$ cat config.mk
export PLATFORM = sky130hd
export DESIGN_NAME = systick_timer
export DESIGN_NICKNAME = d
export VERILOG_FILES = /design/src/rtl/systick_pkg.sv /design/src/rtl/st_tick_src.sv /design/src/rtl/st_down_counter.sv /design/src/rtl/st_ctrl_reg.sv /design/src/rtl/st_bus_if.sv /design/src/rtl/systick_timer.sv
export SDC_FILE = /design/constraint.sdc
export NUM_CORES = 1
export LEC_CHECK = 0
export BUFFER_PORTS_ARGS = -buffer_cell sky130_fd_sc_hd__buf_4
export CELL_PAD_IN_SITES_DETAIL_PLACEMENT = 1
export CELL_PAD_IN_SITES_GLOBAL_PLACEMENT = 2
export CORE_MARGIN = 5
export CORE_UTILIZATION = 29
export DETAILED_ROUTE_END_ITERATION = 8
export HOLD_SLACK_MARGIN = 0.03
export PLACE_DENSITY_LB_ADDON = 0.2
export SLEW_MARGIN = 20
export SYNTH_ARGS = -nofsm -noshare
export SYNTH_HDL_FRONTEND = slang
export SYNTH_SLANG_ARGS = --single-unit
$ cat constraint.sdc
create_clock -name clk -period 2.7 [get_ports clk]
set_clock_uncertainty 0.15 [all_clocks]
set_input_delay 0.135 -clock clk [delete_from_list [all_inputs] [get_ports clk]]
set_output_delay 0.135 -clock clk [all_outputs]
set_load 0.02 [all_outputs]
$ cat src/rtl/systick_pkg.sv
`timescale 1ns/1ps
package systick_pkg;

    localparam int BUS_AW = 8;
    localparam int BUS_DW = 32;

    localparam logic [BUS_AW-1:0] OFF_CTRL   = 8'h00;
    localparam logic [BUS_AW-1:0] OFF_RELOAD = 8'h04;
    localparam logic [BUS_AW-1:0] OFF_CURR   = 8'h08;
    localparam logic [BUS_AW-1:0] OFF_CALIB  = 8'h0C;

    localparam int CTRL_RUN_BIT  = 0;
    localparam int CTRL_IRQ_BIT  = 1;
    localparam int CTRL_SRC_BIT  = 2;
    localparam int CTRL_FLAG_BIT = 16;

    localparam int CAL_FIELD_W  = 24;
    localparam int CAL_SKEW_BIT = 30;
    localparam int CAL_NREF_BIT = 31;

    typedef enum logic [2:0] {
        SEL_CTRL,
        SEL_RELOAD,
        SEL_CURR,
        SEL_CALIB,
        SEL_NONE
    } reg_sel_e;

    typedef struct packed {
        logic core_src;
        logic tick_irq;
        logic run;
    } ctrl_t;

    typedef struct packed {
        logic wr_ctrl;
        logic wr_reload;
        logic wr_curr;
        logic rd_ctrl;
    } bus_evt_t;

    function automatic reg_sel_e decode_addr(input logic [BUS_AW-1:0] a);
        case (a)
            OFF_CTRL:   return SEL_CTRL;
            OFF_RELOAD: return SEL_RELOAD;
            OFF_CURR:   return SEL_CURR;
            OFF_CALIB:  return SEL_CALIB;
            default:    return SEL_NONE;
        endcase
    endfunction

    // Word that tells software how many reference ticks make 10 ms.
    function automatic logic [BUS_DW-1:0] calib_word(input longint unsigned ref_hz,
                                                     input bit has_ref);
        logic [BUS_DW-1:0] w;
        longint unsigned   per10;
        w = '0;
        if (!has_ref) begin
            w[CAL_NREF_BIT] = 1'b1;
        end else begin
            per10 = ref_hz / 100;
            w[CAL_FIELD_W-1:0] = CAL_FIELD_W'(per10 - 1);
            w[CAL_SKEW_BIT]    = (ref_hz % 100) != 0;
        end
        return w;
    endfunction

    function automatic logic [BUS_DW-1:0] pack_ctrl(input ctrl_t c, input logic flag);
        logic [BUS_DW-1:0] w;
        w = '0;
        w[CTRL_RUN_BIT]  = c.run;
        w[CTRL_IRQ_BIT]  = c.tick_irq;
        w[CTRL_SRC_BIT]  = c.core_src;
        w[CTRL_FLAG_BIT] = flag;
        return w;
    endfunction

endpackage

$ cat src/rtl/st_tick_src.sv
`timescale 1ns/1ps
module st_tick_src #(
    parameter bit HAS_REF = 1'b1
) (
    input  logic core_src,
    input  logic ref_tick,
    output logic step_req
);
    generate
        if (HAS_REF) begin : g_ref
            assign step_req = core_src ? 1'b1 : ref_tick;
        end else begin : g_noref
            logic unused_tick;
            assign unused_tick = ref_tick ^ core_src;
            assign step_req    = 1'b1;
        end
    endgenerate
endmodule

$ cat src/rtl/st_down_counter.sv
`timescale 1ns/1ps
module st_down_counter #(
    parameter int CNT_W = 24
) (
    input  logic             clk,
    input  logic             rst,
    input  logic             run,
    input  logic             step_req,
    input  logic             clr,
    input  logic [CNT_W-1:0] reload_val,
    output logic [CNT_W-1:0] cur,
    output logic             wrap
);
    localparam logic [CNT_W-1:0] ONE = CNT_W'(1);

    logic             step;
    logic             at_reload;
    logic [CNT_W-1:0] cur_nxt;

    assign step      = run && step_req && !clr;
    assign at_reload = (cur == '0) || (cur == ONE);
    assign wrap      = step && (cur == ONE);

    always_comb begin
        cur_nxt = cur;
        if (clr)
            cur_nxt = '0;
        else if (step)
            cur_nxt = at_reload ? reload_val : cur - ONE;
    end

    always_ff @(posedge clk) begin
        if (rst) cur <= '0;
        else     cur <= cur_nxt;
    end

    assert_hold_stopped_R9: assert property (@(posedge clk) disable iff (rst)
        (!run && !clr) |=> $stable(cur));
    assert_wrap_reload_R4: assert property (@(posedge clk) disable iff (rst)
        (run && step_req && !clr && cur == ONE) |=> (cur == $past(reload_val)));
    assert_zero_idle_R8: assert property (@(posedge clk) disable iff (rst)
        (cur == '0 && reload_val == '0 && !clr) |=> (cur == '0));
    assert_clear_R7: assert property (@(posedge clk) disable iff (rst)
        clr |=> (cur == '0));
endmodule

$ cat src/rtl/st_ctrl_reg.sv
`timescale 1ns/1ps
module st_ctrl_reg
    import systick_pkg::*;
#(
    parameter int CNT_W   = 24,
    parameter bit HAS_REF = 1'b1
) (
    input  logic              clk,
    input  logic              rst,
    input  bus_evt_t          evt,
    input  logic [BUS_DW-1:0] wdata,
    input  logic              wrap,
    output ctrl_t             ctrl,
    output logic [CNT_W-1:0]  reload,
    output logic              flag
);
    logic  unused_wbits;
    ctrl_t ctrl_nxt;

    assign unused_wbits = ^{wdata[BUS_DW-1:CNT_W], wdata[CNT_W-1:CTRL_SRC_BIT+1]};

    always_comb begin
        ctrl_nxt          = ctrl;
        ctrl_nxt.run      = wdata[CTRL_RUN_BIT];
        ctrl_nxt.tick_irq = wdata[CTRL_IRQ_BIT];
        ctrl_nxt.core_src = HAS_REF ? wdata[CTRL_SRC_BIT] : 1'b1;
    end

    always_ff @(posedge clk) begin
        if (rst) begin
            ctrl          <= '0;
            ctrl.core_src <= !HAS_REF;
            reload        <= '0;
        end else begin
            if (evt.wr_ctrl)   ctrl   <= ctrl_nxt;
            if (evt.wr_reload) reload <= wdata[CNT_W-1:0];
        end
    end

    // Priority: current-value write clears, then a wrap sets, then a read clears.
    always_ff @(posedge clk) begin
        if (rst)               flag <= 1'b0;
        else if (evt.wr_curr)  flag <= 1'b0;
        else if (wrap)         flag <= 1'b1;
        else if (evt.rd_ctrl)  flag <= 1'b0;
    end

    assert_flag_set_R5: assert property (@(posedge clk) disable iff (rst)
        (wrap && !evt.wr_curr) |=> flag);
    assert_read_clear_R6: assert property (@(posedge clk) disable iff (rst)
        (evt.rd_ctrl && !wrap) |=> !flag);
    assert_curr_wr_clear_R7: assert property (@(posedge clk) disable iff (rst)
        evt.wr_curr |=> !flag);
endmodule

$ cat src/rtl/st_bus_if.sv
`timescale 1ns/1ps
module st_bus_if
    import systick_pkg::*;
#(
    parameter int                CNT_W = 24,
    parameter logic [BUS_DW-1:0] CALIB = '0
) (
    input  logic [BUS_AW-1:0] addr,
    input  logic              wr,
    input  logic              rd,
    input  ctrl_t             ctrl,
    input  logic              flag,
    input  logic [CNT_W-1:0]  reload,
    input  logic [CNT_W-1:0]  cur,
    output bus_evt_t          evt,
    output logic [BUS_DW-1:0] rdata
);
    reg_sel_e sel;

    assign sel         = decode_addr(addr);
    assign evt.wr_ctrl   = wr && (sel == SEL_CTRL);
    assign evt.wr_reload = wr && (sel == SEL_RELOAD);
    assign evt.wr_curr   = wr && (sel == SEL_CURR);
    assign evt.rd_ctrl   = rd && (sel == SEL_CTRL);

    always_comb begin
        rdata = '0;
        if (rd) begin
            unique case (sel)
                SEL_CTRL:   rdata = pack_ctrl(ctrl, flag);
                SEL_RELOAD: rdata = BUS_DW'(reload);
                SEL_CURR:   rdata = BUS_DW'(cur);
                SEL_CALIB:  rdata = CALIB;
                default:    rdata = '0;
            endcase
        end
    end
endmodule

$ cat src/rtl/systick_timer.sv
`timescale 1ns/1ps
module systick_timer
    import systick_pkg::*;
#(
    parameter int              CNT_W   = 24,
    parameter longint unsigned REF_HZ  = 1000000,
    parameter bit              HAS_REF = 1'b1
) (
    input  logic              clk,
    input  logic              rst,
    input  logic              ref_tick,
    input  logic [BUS_AW-1:0] bus_addr,
    input  logic              bus_wr,
    input  logic              bus_rd,
    input  logic [BUS_DW-1:0] bus_wdata,
    output logic [BUS_DW-1:0] bus_rdata,
    output logic              irq
);
    localparam logic [BUS_DW-1:0] CALIB = calib_word(REF_HZ, HAS_REF);

    bus_evt_t         evt;
    ctrl_t            ctrl;
    logic             flag;
    logic             wrap;
    logic             step_req;
    logic [CNT_W-1:0] reload;
    logic [CNT_W-1:0] cur;

    st_bus_if #(.CNT_W(CNT_W), .CALIB(CALIB)) u_bus (
        .addr(bus_addr), .wr(bus_wr), .rd(bus_rd),
        .ctrl(ctrl), .flag(flag), .reload(reload), .cur(cur),
        .evt(evt), .rdata(bus_rdata)
    );

    st_ctrl_reg #(.CNT_W(CNT_W), .HAS_REF(HAS_REF)) u_regs (
        .clk(clk), .rst(rst), .evt(evt), .wdata(bus_wdata), .wrap(wrap),
        .ctrl(ctrl), .reload(reload), .flag(flag)
    );

    st_tick_src #(.HAS_REF(HAS_REF)) u_src (
        .core_src(ctrl.core_src), .ref_tick(ref_tick), .step_req(step_req)
    );

    st_down_counter #(.CNT_W(CNT_W)) u_cnt (
        .clk(clk), .rst(rst), .run(ctrl.run), .step_req(step_req),
        .clr(evt.wr_curr), .reload_val(reload), .cur(cur), .wrap(wrap)
    );

    assign irq = flag && ctrl.tick_irq;

    assert_src_forced_R10: assert property (@(posedge clk) disable iff (rst)
        (!HAS_REF && bus_rd && bus_addr == OFF_CTRL) |-> bus_rdata[CTRL_SRC_BIT]);
    assert_irq_needs_flag_R5: assert property (@(posedge clk) disable iff (rst)
        $rose(irq) |-> ($past(wrap) || $past(evt.wr_ctrl)));
endmodule

==> flow_summary.ini <==
[placed_design]
buffer_ports.inserted = 61
gp_congestion = 0.825
dp_hpwl_um = 8330

[timing]
final_period_minus_worst_setup_slack_ns = 2.34
finalCritPeriodShare = 0.867
setup_repair_after_global_routing_missed_its_margin = no
finalSetupViolCount = 0
worstMarginPinSlew_ns = 0.636
timing.fmax_ghz = 0.427
setup_tns_ns = 0
finalHoldViolations = 0
final_max_slew_viol_count = 0
max-slew-margin-rel = 0.572

[worst_setup_path]
critPathBufInv = 1
critPathKind = reg -> reg
critical_path.top_delay_family = simple AND/OR/NAND/NOR gates
timing.critical_path.depth = 7
worstSetupEndpointType = register
timing.critical_path.slowest_stage_cell = or4_1
worstSetupStartpointType = register
path_cells = inv_1 > ha_1 > o2111ai_1 > or2_1 > nand2_1 > or4_1 > a31oi_1
worst-endpoint-arrival_ns = 2.44
critPathMaxFanout = 5
worst_path_largest_cell_delay_ns = 0.51
worstPathRequired_ns = 2.80
reg2regPathDepth = 7

[drt]
drc = 0
drt_iter0_drc = 140
routed-via-count = 3357
routedWlPerCell_um = 17.5
route.detailed.vias_per_inst = 5.21
detail_route.first_pass.iterations = 5
route.final.wire_length_um = 11200
final_antenna_net_count = 0

[layout]
n_fill_cell = 1280
antenna_cells = 0
layout-drive-gt1-share = 0.181
syn_to_final_growth_pct = 30.3
most-common-layout-cells = nand2_1, buf_4, dfxtp_1
layout_commonest_cell = nand2_1
num-nets-final = 555

[synthesis]
post_synthesis_register_bit_count = 52
yosysUniqueCellTypes = 53
instance_count_of_the_mapped_netlist = 427
synth_enable_flop_cells = 0
yosysSeqAreaShare = 0.341
syn-cell-area_um2 = 3060
postSynthAreaPerCell_um2 = 7.16
post_synth_top_flop = dfxtp_1
synth_async_sr_flop_share = 0
ys.warnings.count = 0

[job]
cap_viol_max_count = 0

[floorplanning]
die_x_um = 113
chipHeight_um = 113
fp.coreArea_um2 = 10300
initial_core_util = 0.296
num_rows = 37
total_die_area_um2 = 12700
io_pins = 78

[pwr]
share_clk_of_total_power = 0.353
fin_total_pwr_uw = 1380
p_leak_uw = 0.00150
power.sequential.fraction = 0.554
power.internal_uw = 1040
vdd.ir_drop.worst_mv = 0.163
netSwitchingPower_uw = 340
cellPowerDensity_nw_per_um2 = 348
power.combinational.fraction = 0.093
p_sw_frac = 0.246

[clock_network]
clock_pin_slew_worst_setup_and_hold_paths_ns = 0.11
numCtsBuffers = 5
clkLatencyLatePin_ns = 0.32
cts.repair_timing.setup_buffer_count = 0
hold_buffers = 24
resized_cells_post_cts = 0
cts_tree = done
root_buffer = clkbuf_8
clock-sinks = 52
htree_levels = 2
ctsLongestPathBuffers = 2

[global_routing]
largest_net_degree_at_the_start_of_global_routing = 30
grt.met3_usage = 0.0243
met2_usage = 0.303
grt_use_met1 = 0.246
grt_overflow_total = 0
wire_length_of_the_first_global_routing_pass_um = 18600
antenna_found_initial = 0
grt.busiest_layer = met2
grt_use_total = 0.180
vias_in_the_first_global_route = 3519

[hold_path]
hold_class = in -> reg
timing.hold.worst_path_depth = 4

[run_status]
outcome = complete, no violations
[flip-flops by register name, summed over array words and instances, names as in the netlist]
signal         count
u_cnt.cur         24
u_regs.reload     24
u_regs.ctrl        3
u_regs.flag        1
[worst register-to-register path: cells and delay by family (launching register included)]
| kind | cells | cell delay, ns |
|---|---|---|
| and+or+nand+nor | 3 | 0.88 |
| AOI/OAI and AO/OA | 2 | 0.50 |
| buffers and inverters | 1 | 0.11 |
| DFF | 1 | 0.40 |
| adders and majority gates | 1 | 0.24 |
[stage by stage]
stage	cells	hold slack [ns]	setup slack (ns)	cell area [µm²]	utilization
floorplan	434	0.121	0.706	3080	-
global placement	612	0.228	0.455	3650	0.354
detailed placement	612	0.242	0.412	3650	0.354
CTS	644	0.0308	0.370	3980	0.386
global route	644	0.0472	0.182	3980	0.386
finish	644	0.0371	0.359	3980	0.386
[power by group through the flow]
stage | sequential, µW | clock, µW | combinational [µW]
6_report | 768 | 488 | 129
5_1_grt | 768 | 527 | 140
4_1_cts | 768 | 505 | 128
3_5_place_dp | 785 | 0 | 99.9
3_3_place_gp | 785 | 0 | 98.6
2_1_floorplan | 785 | 0 | 53.5
[Yosys cell counts, drive strengths merged (2+ instances only)]
cell,number,share of area
and4,2,0.0057
a221oi,2,0.0057
and3,2,0.0041
a32oi,2,0.0057
nor3,14,0.025
or3,4,0.0082
or4,2,0.0061
a21o,3,0.0074
nor4,7,0.023
dfxtp,52,0.34
mux2i,4,0.013
a22oi,15,0.037
o22ai,8,0.016
xor2,4,0.011
o211ai,2,0.0049
and2,5,0.010
nand2b,2,0.0041
nand4,4,0.010
buf,18,0.040
a31oi,3,0.0061
o31ai,2,0.0049
ha,3,0.012
nand3,12,0.020
clkbuf,16,0.020
a21oi,52,0.089
inv,5,0.0061
nor2,47,0.059
nand2,80,0.098
or2,2,0.0041
o21ai,39,0.064
xnor2,3,0.0086
[worst paths after layout]
path,from,end,slack (ns)
min,bus_rd,u_regs.flag,0.04
max,u_cnt.cur[0],u_cnt.cur[19],0.36
min reg2reg,u_regs.reload[4],u_regs.reload[4],0.33
max reg2reg,u_cnt.cur[0],u_cnt.cur[19],0.36
[logic make-up (layout without fill, tap and decap cells)]
kind of cell,after synthesis,count (layout),synth area share
AOI/OAI and AO/OA,135,135,0.260
muxes,5,5,0.0168
and+or+nand+nor,185,185,0.283
xor gates and xnor gates,7,7,0.0201
DFF,52,52,0.341
other,1,8,0.00123
buffers and inverters,39,113,0.0659
adders and majority gates,3,3,0.0123
[routing by layer]
layer / vias to the layer above / share of wire
met2: 59 / 0.49
li1: 1655 / -
met5: - / 0
met3: 8 / 0.033
met4: 0 / 0.0094
met1: 1635 / 0.47
[layout make-up]
class / count / area [µm²] / share of cell area
multi-input cells: 343 / 1840 / 0.462
flip-flops and latches: 52 / 1040 / 0.261
repair buffers: 100 / 823 / 0.207
well taps: 136 / 170 / 0.0427
clock buffers: 8 / 90.1 / 0.0226
inverters: 5 / 18.8 / 0.00471
Power figures use the tool's default switching activity.
